==> src/rtl/tmr_pin_pkg.sv <==
`timescale 1ns/1ps
package tmr_pin_pkg;
  typedef enum logic [1:0] {
    SRC_PORT = 2'b00,
    SRC_T0   = 2'b01,
    SRC_T1   = 2'b10,
    SRC_CLK  = 2'b11
  } src_e;

  localparam int SRC_LSB   = 6;
  localparam int LOAD0_BIT = 0;
  localparam int LOAD1_BIT = 1;
endpackage

==> src/rtl/tmr_pin_rst_sync.sv <==
`timescale 1ns/1ps
module tmr_pin_rst_sync #(
  parameter int STAGES = 2
) (
  input  logic clk_i,
  input  logic rst_ni,
  output logic rst_no
);
  logic [STAGES-1:0] chain_q;
  logic [STAGES-1:0] chain_d;

  generate
    if (STAGES == 1) begin : g_one
      always_comb chain_d = 1'b1;
    end else begin : g_many
      always_comb chain_d = {chain_q[STAGES-2:0], 1'b1};
    end
  endgenerate

  always_ff @(posedge clk_i or negedge rst_ni) begin
    if (!rst_ni) chain_q <= '0;
    else         chain_q <= chain_d;
  end

  assign rst_no = chain_q[STAGES-1];
endmodule

==> src/rtl/tmr_pin_src_reg.sv <==
`timescale 1ns/1ps
module tmr_pin_src_reg
  import tmr_pin_pkg::*;
(
  input  logic       clk_i,
  input  logic       rst_ni,
  input  logic       we_i,
  input  logic [1:0] wsrc_i,
  output src_e       src_o
);
  src_e src_q, src_d;
  logic src_en;

  always_comb begin
    src_en = we_i;
    src_d  = src_e'(wsrc_i);
  end

  always_ff @(posedge clk_i or negedge rst_ni) begin
    if (!rst_ni)     src_q <= SRC_PORT;
    else if (src_en) src_q <= src_d;
  end

  assign src_o = src_q;

  // source field moves only on a mode write
  a_r2_src_hold: assert property (@(posedge clk_i) disable iff (!rst_ni)
    !we_i |=> $stable(src_q));
endmodule

==> src/rtl/tmr_pin_toggle.sv <==
`timescale 1ns/1ps
module tmr_pin_toggle
  import tmr_pin_pkg::*;
(
  input  logic       clk_i,
  input  logic       rst_ni,
  input  src_e       src_i,
  input  logic       mode_we_i,
  input  logic [1:0] wsrc_i,
  input  logic [1:0] wload_i,
  input  logic       eoc0_i,
  input  logic       eoc1_i,
  output logic       tff_o
);
  logic tff_q, tff_d, tff_en;
  logic load_hit, eoc_hit;

  always_comb begin
    load_hit = mode_we_i &&
               ((wsrc_i == SRC_T0 && wload_i[LOAD0_BIT]) ||
                (wsrc_i == SRC_T1 && wload_i[LOAD1_BIT]));
    eoc_hit  = (src_i == SRC_T0 && eoc0_i) || (src_i == SRC_T1 && eoc1_i);
    tff_en   = load_hit || eoc_hit;
    tff_d    = tff_q;
    if (load_hit)     tff_d = 1'b1;
    else if (eoc_hit) tff_d = ~tff_q;
  end

  always_ff @(posedge clk_i or negedge rst_ni) begin
    if (!rst_ni)     tff_q <= 1'b1;
    else if (tff_en) tff_q <= tff_d;
  end

  assign tff_o = tff_q;

  // selected end-of-count inverts the flop
  a_r3_toggle: assert property (@(posedge clk_i) disable iff (!rst_ni)
    (eoc_hit && !load_hit) |=> (tff_q != $past(tff_q)));
  // nothing else moves the flop
  a_r4_ignore: assert property (@(posedge clk_i) disable iff (!rst_ni)
    (!load_hit && !(src_i == SRC_T0 && eoc0_i) && !(src_i == SRC_T1 && eoc1_i))
      |=> $stable(tff_q));
  // a load leaves the flop at 1, even against a pulse
  a_r5_load_wins: assert property (@(posedge clk_i) disable iff (!rst_ni)
    load_hit |=> tff_q);
endmodule

==> src/rtl/tmr_pin_clkdiv.sv <==
`timescale 1ns/1ps
module tmr_pin_clkdiv (
  input  logic clk_i,
  input  logic rst_ni,
  output logic div_o
);
  logic div_q, div_d;

  always_comb div_d = ~div_q;

  always_ff @(posedge clk_i or negedge rst_ni) begin
    if (!rst_ni) div_q <= 1'b0;
    else         div_q <= div_d;
  end

  assign div_o = div_q;

  // divider alternates every clock
  a_r7_div_alt: assert property (@(posedge clk_i) disable iff (!rst_ni)
    1'b1 |=> (div_q != $past(div_q)));
endmodule

==> src/rtl/tmr_pin_out.sv <==
`timescale 1ns/1ps
module tmr_pin_out
  import tmr_pin_pkg::*;
#(
  parameter int                DATA_W   = 8,
  parameter int                PIN_IDX  = 6,
  parameter logic [DATA_W-1:0] PORT_RST = '0
) (
  input  logic              clk_i,
  input  logic              rst_ni,
  input  src_e              src_i,
  input  logic              tff_i,
  input  logic              div_i,
  input  logic              port_we_i,
  input  logic [DATA_W-1:0] port_wdata_i,
  output logic              pin_o,
  output logic [DATA_W-1:0] port_rdata_o
);
  logic [DATA_W-1:0] port_q, port_d;
  logic              pin_q, pin_d;
  logic              pin_wr_ok;

  always_comb begin
    pin_wr_ok = (src_i == SRC_PORT);
    port_d    = port_q;
    if (port_we_i) begin
      for (int i = 0; i < DATA_W; i++) begin
        if (i != PIN_IDX || pin_wr_ok) port_d[i] = port_wdata_i[i];
      end
    end
  end

  always_comb begin
    unique case (src_i)
      SRC_PORT: pin_d = port_q[PIN_IDX];
      SRC_CLK:  pin_d = div_i;
      default:  pin_d = tff_i;
    endcase
  end

  always_ff @(posedge clk_i or negedge rst_ni) begin
    if (!rst_ni)        port_q <= PORT_RST;
    else if (port_we_i) port_q <= port_d;
  end

  always_ff @(posedge clk_i or negedge rst_ni) begin
    if (!rst_ni) pin_q <= PORT_RST[PIN_IDX];
    else         pin_q <= pin_d;
  end

  generate
    for (genvar gi = 0; gi < DATA_W; gi++) begin : g_rd
      if (gi == PIN_IDX) begin : g_pin
        assign port_rdata_o[gi] = pin_q;
      end else begin : g_reg
        assign port_rdata_o[gi] = port_q[gi];
      end
    end
  endgenerate

  assign pin_o = pin_q;

  // port writes cannot reach the pin bit outside port mode
  a_r8_lock: assert property (@(posedge clk_i) disable iff (!rst_ni)
    (port_we_i && src_i != SRC_PORT) |=> $stable(port_q[PIN_IDX]));
  // pin alternates while the clock source is held
  a_r7_pin_alt: assert property (@(posedge clk_i) disable iff (!rst_ni)
    (src_i == SRC_CLK && $past(src_i) == SRC_CLK) |=> (pin_q != $past(pin_q)));
  // in timer mode the pin follows the flop one cycle later
  a_r3_pin_tff: assert property (@(posedge clk_i) disable iff (!rst_ni)
    (src_i == SRC_T0 || src_i == SRC_T1) |=> (pin_q == $past(tff_i)));
endmodule

==> src/rtl/tmr_pin_ctrl.sv <==
`timescale 1ns/1ps
module tmr_pin_ctrl
  import tmr_pin_pkg::*;
#(
  parameter int                DATA_W      = 8,
  parameter int                PIN_IDX     = 6,
  parameter logic [DATA_W-1:0] PORT_RST    = '0,
  parameter int                SYNC_STAGES = 2
) (
  input  logic              clk_i,
  input  logic              rst_ni,
  input  logic              mode_we_i,
  input  logic [DATA_W-1:0] mode_wdata_i,
  input  logic              port_we_i,
  input  logic [DATA_W-1:0] port_wdata_i,
  input  logic              eoc0_i,
  input  logic              eoc1_i,
  output logic              pin_o,
  output logic [DATA_W-1:0] port_rdata_o
);
  logic       rst_int_n;
  src_e       src;
  logic       tff, div;
  logic [1:0] wsrc, wload;

  assign wsrc  = mode_wdata_i[SRC_LSB +: 2];
  assign wload = {mode_wdata_i[LOAD1_BIT], mode_wdata_i[LOAD0_BIT]};

  tmr_pin_rst_sync #(.STAGES(SYNC_STAGES)) u_rst (
    .clk_i(clk_i), .rst_ni(rst_ni), .rst_no(rst_int_n));

  tmr_pin_src_reg u_src (
    .clk_i(clk_i), .rst_ni(rst_int_n), .we_i(mode_we_i),
    .wsrc_i(wsrc), .src_o(src));

  tmr_pin_toggle u_tff (
    .clk_i(clk_i), .rst_ni(rst_int_n), .src_i(src), .mode_we_i(mode_we_i),
    .wsrc_i(wsrc), .wload_i(wload), .eoc0_i(eoc0_i), .eoc1_i(eoc1_i),
    .tff_o(tff));

  tmr_pin_clkdiv u_div (
    .clk_i(clk_i), .rst_ni(rst_int_n), .div_o(div));

  tmr_pin_out #(.DATA_W(DATA_W), .PIN_IDX(PIN_IDX), .PORT_RST(PORT_RST)) u_out (
    .clk_i(clk_i), .rst_ni(rst_int_n), .src_i(src), .tff_i(tff), .div_i(div),
    .port_we_i(port_we_i), .port_wdata_i(port_wdata_i),
    .pin_o(pin_o), .port_rdata_o(port_rdata_o));
endmodule

==> config.mk <==
export PLATFORM = sky130hd
export DESIGN_NAME = tmr_pin_ctrl
export DESIGN_NICKNAME = d
export VERILOG_FILES = /design/src/rtl/tmr_pin_pkg.sv /design/src/rtl/tmr_pin_rst_sync.sv /design/src/rtl/tmr_pin_src_reg.sv /design/src/rtl/tmr_pin_toggle.sv /design/src/rtl/tmr_pin_clkdiv.sv /design/src/rtl/tmr_pin_out.sv /design/src/rtl/tmr_pin_ctrl.sv
export SDC_FILE = /design/constraint.sdc
export NUM_CORES = 1
export LEC_CHECK = 0
export BUFFER_PORTS_ARGS = -buffer_cell sky130_fd_sc_hd__buf_2
export CORE_MARGIN = 2
export CORE_UTILIZATION = 44
export CTS_BUF_LIST = sky130_fd_sc_hd__clkbuf_8 sky130_fd_sc_hd__clkbuf_16
export CTS_CLUSTER_DIAMETER = 40
export DETAILED_ROUTE_END_ITERATION = 8
export PLACE_DENSITY = 0.77
export SYNTH_ARGS = -nofsm -noshare
export SYNTH_HDL_FRONTEND = slang
export SYNTH_HIERARCHICAL = 1
export SYNTH_SLANG_ARGS = --single-unit
export TNS_END_PERCENT = 30
==> constraint.sdc <==
create_clock -name clk_i -period 0.8 [get_ports clk_i]
set_input_delay 0.12 -clock clk_i [delete_from_list [all_inputs] [get_ports clk_i]]
set_output_delay 0.12 -clock clk_i [all_outputs]
set_load 0.02 [all_outputs]
### Yosys cells after proc, flatten, opt, wreduce, memory -nomap -nowiden

Index checks and enable logic that the tools add are counted.

* flip-flop bits (word level): 15
* bits in latches: 0
* bits in writable memories: 0
* memory bits (read-only): 0
* input port bits: 22
* output and inout port bits: 9
* logic and storage cells: 29
* memories kept: 0

* $add $sub $neg: 0
* $mul: 0
* divide/modulo/power cells: 0
* $lt $le $gt $ge: 0
* equal/unequal tests: 5
* shift-type cells: 0
* multiplexer cells: 3
* bitwise logic cells: 2
* reductions and logical operators: 12

Operators by type and width (number)
* $eq A2 B2 Y1 const B: 3
* $logic_and A1 B1 Y1: 5
* $eq A2 B1 Y1 const B: 2
* $reduce_and A2 Y1: 2
* $logic_or A1 B1 Y1: 3
* $logic_not A2 Y1: 1
* $mux W1: 2
* $not A1 Y1: 2
* $pmux W1 S2: 1
* $reduce_bool A2 Y1: 1

### Depth between registers and ports, before layout

* depth after elaboration: 6
* mapped depth: 4

### Hierarchy

The synthesis kept the hierarchy.

By module, submodules not included
* tmr_pin_out: times used 1, cells each 34, area each 450.4 um^2, seq. area each 225.2 um^2
* tmr_pin_toggle: times used 1, cells each 10, area each 92.6 um^2, seq. area each 26.3 um^2
* tmr_pin_src_reg: times used 1, cells each 4, area each 72.6 um^2, seq. area each 50.0 um^2
* tmr_pin_rst_sync: times used 1, cells each 3, area each 53.8 um^2, seq. area each 50.0 um^2
* tmr_pin_clkdiv: times used 1, cells each 2, area each 28.8 um^2, seq. area each 25.0 um^2

### Worst setup path after synthesis

Ideal clock, no wire load.

* kind: register -> register
* from: register u_src.src_q[0] (netlist: u_src/src_o[0])
* to: register u_out.port_q[6]
* setup time: 125 ps
* arrival: 969 ps
* path slack: -294 ps
* cell stages (with the launch flop): 5
* buffers on the path: 0
* path through: dfrtp_1 > inv_1 > ha_1 > nand2_4 > mux2_4

* longest elaborated chain between the ends: 2

RTL lines
* start, declared: line tmr_pin_src_reg.sv:11 `src_e src_q, src_d;`
* start signal, assigned: line tmr_pin_src_reg.sv:21 `else if (src_en) src_q <= src_d;`
* $logic_not A2 Y1: line tmr_pin_out.sv:24 `pin_wr_ok = (src_i == SRC_PORT);`
* $reduce_and A2 Y1 (no line)
* end signal, assigned: line tmr_pin_out.sv:43 `else if (port_we_i) port_q <= port_d;`
* end, declared: line tmr_pin_out.sv:19 `logic [DATA_W-1:0] port_q, port_d;`

Every way passes these cells.
A chain may end at the register's enable or synchronous reset.

### Worst setup path in the final report

* from: register u_src.src_q[0] (netlist: u_src/src_o[0])
* to: register u_out.pin_q (netlist: u_out/pin_o)

* longest elaborated chain between the ends: 2

RTL lines
* $eq A2 B2 Y1 or $logic_not A2 Y1 (tied branches): line tmr_pin_out.sv:34 `unique case (src_i)`
* $pmux W1 S2 *: line tmr_pin_out.sv:34
* via u_out.pin_d: line tmr_pin_out.sv:20 `logic pin_q, pin_d;`
* end signal, assigned: line tmr_pin_out.sv:47 `if (!rst_ni) pin_q <= PORT_RST[PIN_IDX];`
* end signal, assigned: line tmr_pin_out.sv:48 `else pin_q <= pin_d;`
* end, declared: line tmr_pin_out.sv:20

The timed path passes the listed nets; every way through them passes the cells marked *.

==> summary.md <==
| Metric | Value |
|---|---|
| Worst-path clk slew | 0.06 ns |
| Buffers plus inverters on the worst setup path | 1 |
| Worst path arrival time | 1.23 ns |
| Synth warn | 6 |
| Psw | 553 uW |
| P_int | 1.46 mW |
| Final Max Tran Viols | 0 |
| Initial Util | 0.469 |
| CTS tree | yes |
| Vias in the first global route | 511 |
| Worst vdd ir | 0.00131 V |
| Share of cells above drive strength 1 | 0.646 |
| Site row count | 14 |
| Synthesis-stage register bit count | 15 |
| Critical path's top delay family | flip-flops |
| Synth Area in Compound Gates | 0.0323 |
| Nets | 104 |
| Outcome | finished with violations |
| Clock network power share | 0.295 |
| PD cells | 2220 nW/um^2 |
| Mapped cell area | 698 um^2 |
| XOR/XNOR Fraction of Synth Area | 0 |
| Mux contribution to synthesized area | 0.167 |
| Drt first pass iters | 3 |
| Leak pwr | 0.462 nW |
| Worst Setup Start Kind | register |
| Mean Syn Cell Area | 13.2 um^2 |
| Clk buf depth | 2 |
| Max_cap viols | 0 |
| Failing checks | setup timing |
| Die Height | 43.8 um |
| Pin count of the biggest net entering global routing | 10 |
| Total power | 2.01 mW |
| Antenna cells | 0 |
| Switching part of the total | 0.275 |
| Most frequent cells in the layout | buf_2 (24), dfrtp_1 (14), mux2_2 (9), buf_6 (4), and3b_1 (4) |
| Tightest Hold Check Type | in2reg |
| Sequential fraction of the synthesis area | 0.539 |
| Final setup margin | -0.303 ns |
| # IOs | 31 |
| Final WL | 1.25 mm |
| Achievable clock frequency | 907 MHz |
| Largest stage delay, worst path | 0.40 ns |
| Mapped Nets | 77 |
| Core Region | 1490 um^2 |
| Num CTS Buffers | 3 |
| CTS root buf | clkbuf_8 |
| Crit. End Element | register |
| Filler instances | 129 |
| Final ANT Viol Nets | 0 |
| Worst slack at placement | -0.296 ns |
| RePlAce Congestion | 0.677 |
| Final setup violation count | 14 |
| Fin util | 0.610 |
| Main combinational cell family by area after synthesis | multiplexers |
| RSZ-0062 raised after global routing | true |
| WL/cell | 13.2 um |
| Post-synthesis cell type count | 16 |
| 1st-iter DRT viols | 4 |
| Final HPWL DP | 954 um |
| Fin Setup TNS | -1.82 ns |
| Global-route wire length before repair | 2.09 mm |
| CTS H-tree lvls | 1 |
| Adder-cell area share of the yosys netlist | 0.0358 |
| WHS | 0.106 ns |
| Cells after synthesis | 53 |
| Synth Area in Simple Gates | 0.0968 |
| Combinational share of power | 0.243 |
| Req. time, crit path | 0.92 ns |
| Crit-path cells | buf_6 > ha_4 > a22oi_1 > o21ai_1 |
| Via count | 462 |
| Clk_lat worst skew | 0.25 ns |
| Die Wd | 43.8 um |
| Die area | 1920 um^2 |
| Setup Fix Bufs, Post-CTS | 0 |
| Commonest non-fill, non-tap cell in the layout | buf_2 |
| Flop pwr share | 0.462 |
| Max FO, Critical Path | 4 |
| Tmin final | 1.10 ns |
| Crit Path Class | reg2reg |
| Tcrit/Tclk final | 1.38 |
| Slowest stage cell on the critical path | dfrtp_1 |
| Vias per std cell | 4.86 |
| # DRC | 0 |
| Synth-to-layout area growth | 30.1% |
| Initial antenna violation count | 0 |
| Final hold violations | 0 |
| Clk sink count | 15 |
| Input/output buffers | 26 |
| Total track usage | 0.155 |
| GR Overflow Total | 0 |
| Max Clock Skew | 0.00250 ns |
power groups by stage:
stage	sequential [mW]	combinational, mW	clock [mW]
2_1_floorplan	0.957	0.320	0
3_3_place_gp	0.925	0.425	0
3_5_place_dp	0.934	0.441	0
4_1_cts	0.924	0.466	0.617
5_1_grt	0.944	0.528	0.649
6_report	0.930	0.489	0.594
flip-flops by register name, summed over array words and instances (netlist names):
name,count
u_out/port_q,8
u_rst/chain_q,2
u_div/div_o,1
u_out/pin_o,1
u_src/src_o,2
u_tff/tff_o,1
timing repair:
item	4_1_cts	5_1_grt
gates resized for setup	5	8
cloned	0	0
hold buffers	1	0
endpoints found under the setup margin	14	15
pin swaps	0	5
hold endpoints to repair	2	0
synthesized netlist by cell type, drive strengths merged:
| cell | count | area share |
|---|---|---|
| nand3b | 1 | 0.011 |
| mux2 | 10 | 0.17 |
| nor3 | 1 | 0.014 |
| dfstp | 1 | 0.038 |
| dfrtp | 14 | 0.50 |
| ha | 2 | 0.036 |
| and3b | 4 | 0.050 |
| o21ai | 3 | 0.021 |
| a22oi | 1 | 0.011 |
| inv | 4 | 0.021 |
| buf | 9 | 0.10 |
| conb | 1 | 0.0054 |
| nand2 | 2 | 0.021 |
layer usage:
metal	GRT usage	wire length (um)
met1	0.162	438
met2	0.268	722
met3	0.0625	72
met4	0.0727	17
met5	0	0
final cells by class:
type                    instances  area [um^2]  area share
well taps                      16         20.0      0.0220
clock buffers                   3         41.3      0.0455
multi-input cells              25          260       0.287
clock inverters                 1         5.00     0.00551
flip-flops and latches         15          377       0.415
repair buffers                 31          190       0.209
inverters                       4         15.0      0.0165
kinds of logic after synthesis:
| logic type | after synthesis |
|---|---|
| AND/OR/NAND/NOR | 8 |
| multiplexers | 10 |
| buffers and inverters | 13 |
| adder cells (fa/ha/maj) | 2 |
| AO/OA/AOI/OAI | 4 |
| flip-flops | 15 |
| other | 1 |
stage by stage:
step	cell area, um^2	cells
floorplan	701	53
global placement	810	90
detailed placement	810	90
CTS	882	95
global route	908	95
finish	908	95
final timing paths:
kind	from	end	slack, ns	depth (start not counted)
min in group asynchronous	u_rst/chain_q[1]	u_out/port_q[7]	0.16	1
setup / recovery	u_src/src_o[0]	u_out/pin_o	-0.30	4
hold reg to reg	u_rst/chain_q[1]	u_out/port_q[7]	0.16	1
setup reg to reg	u_src/src_o[0]	u_out/pin_o	-0.30	4
max in group asynchronous	u_rst/chain_q[1]	u_tff/tff_o	0.42	1
hold / removal	port_wdata_i[5]	u_out/port_q[5]	0.11	2
No activity file was read; power rests on OpenSTA's default activity.
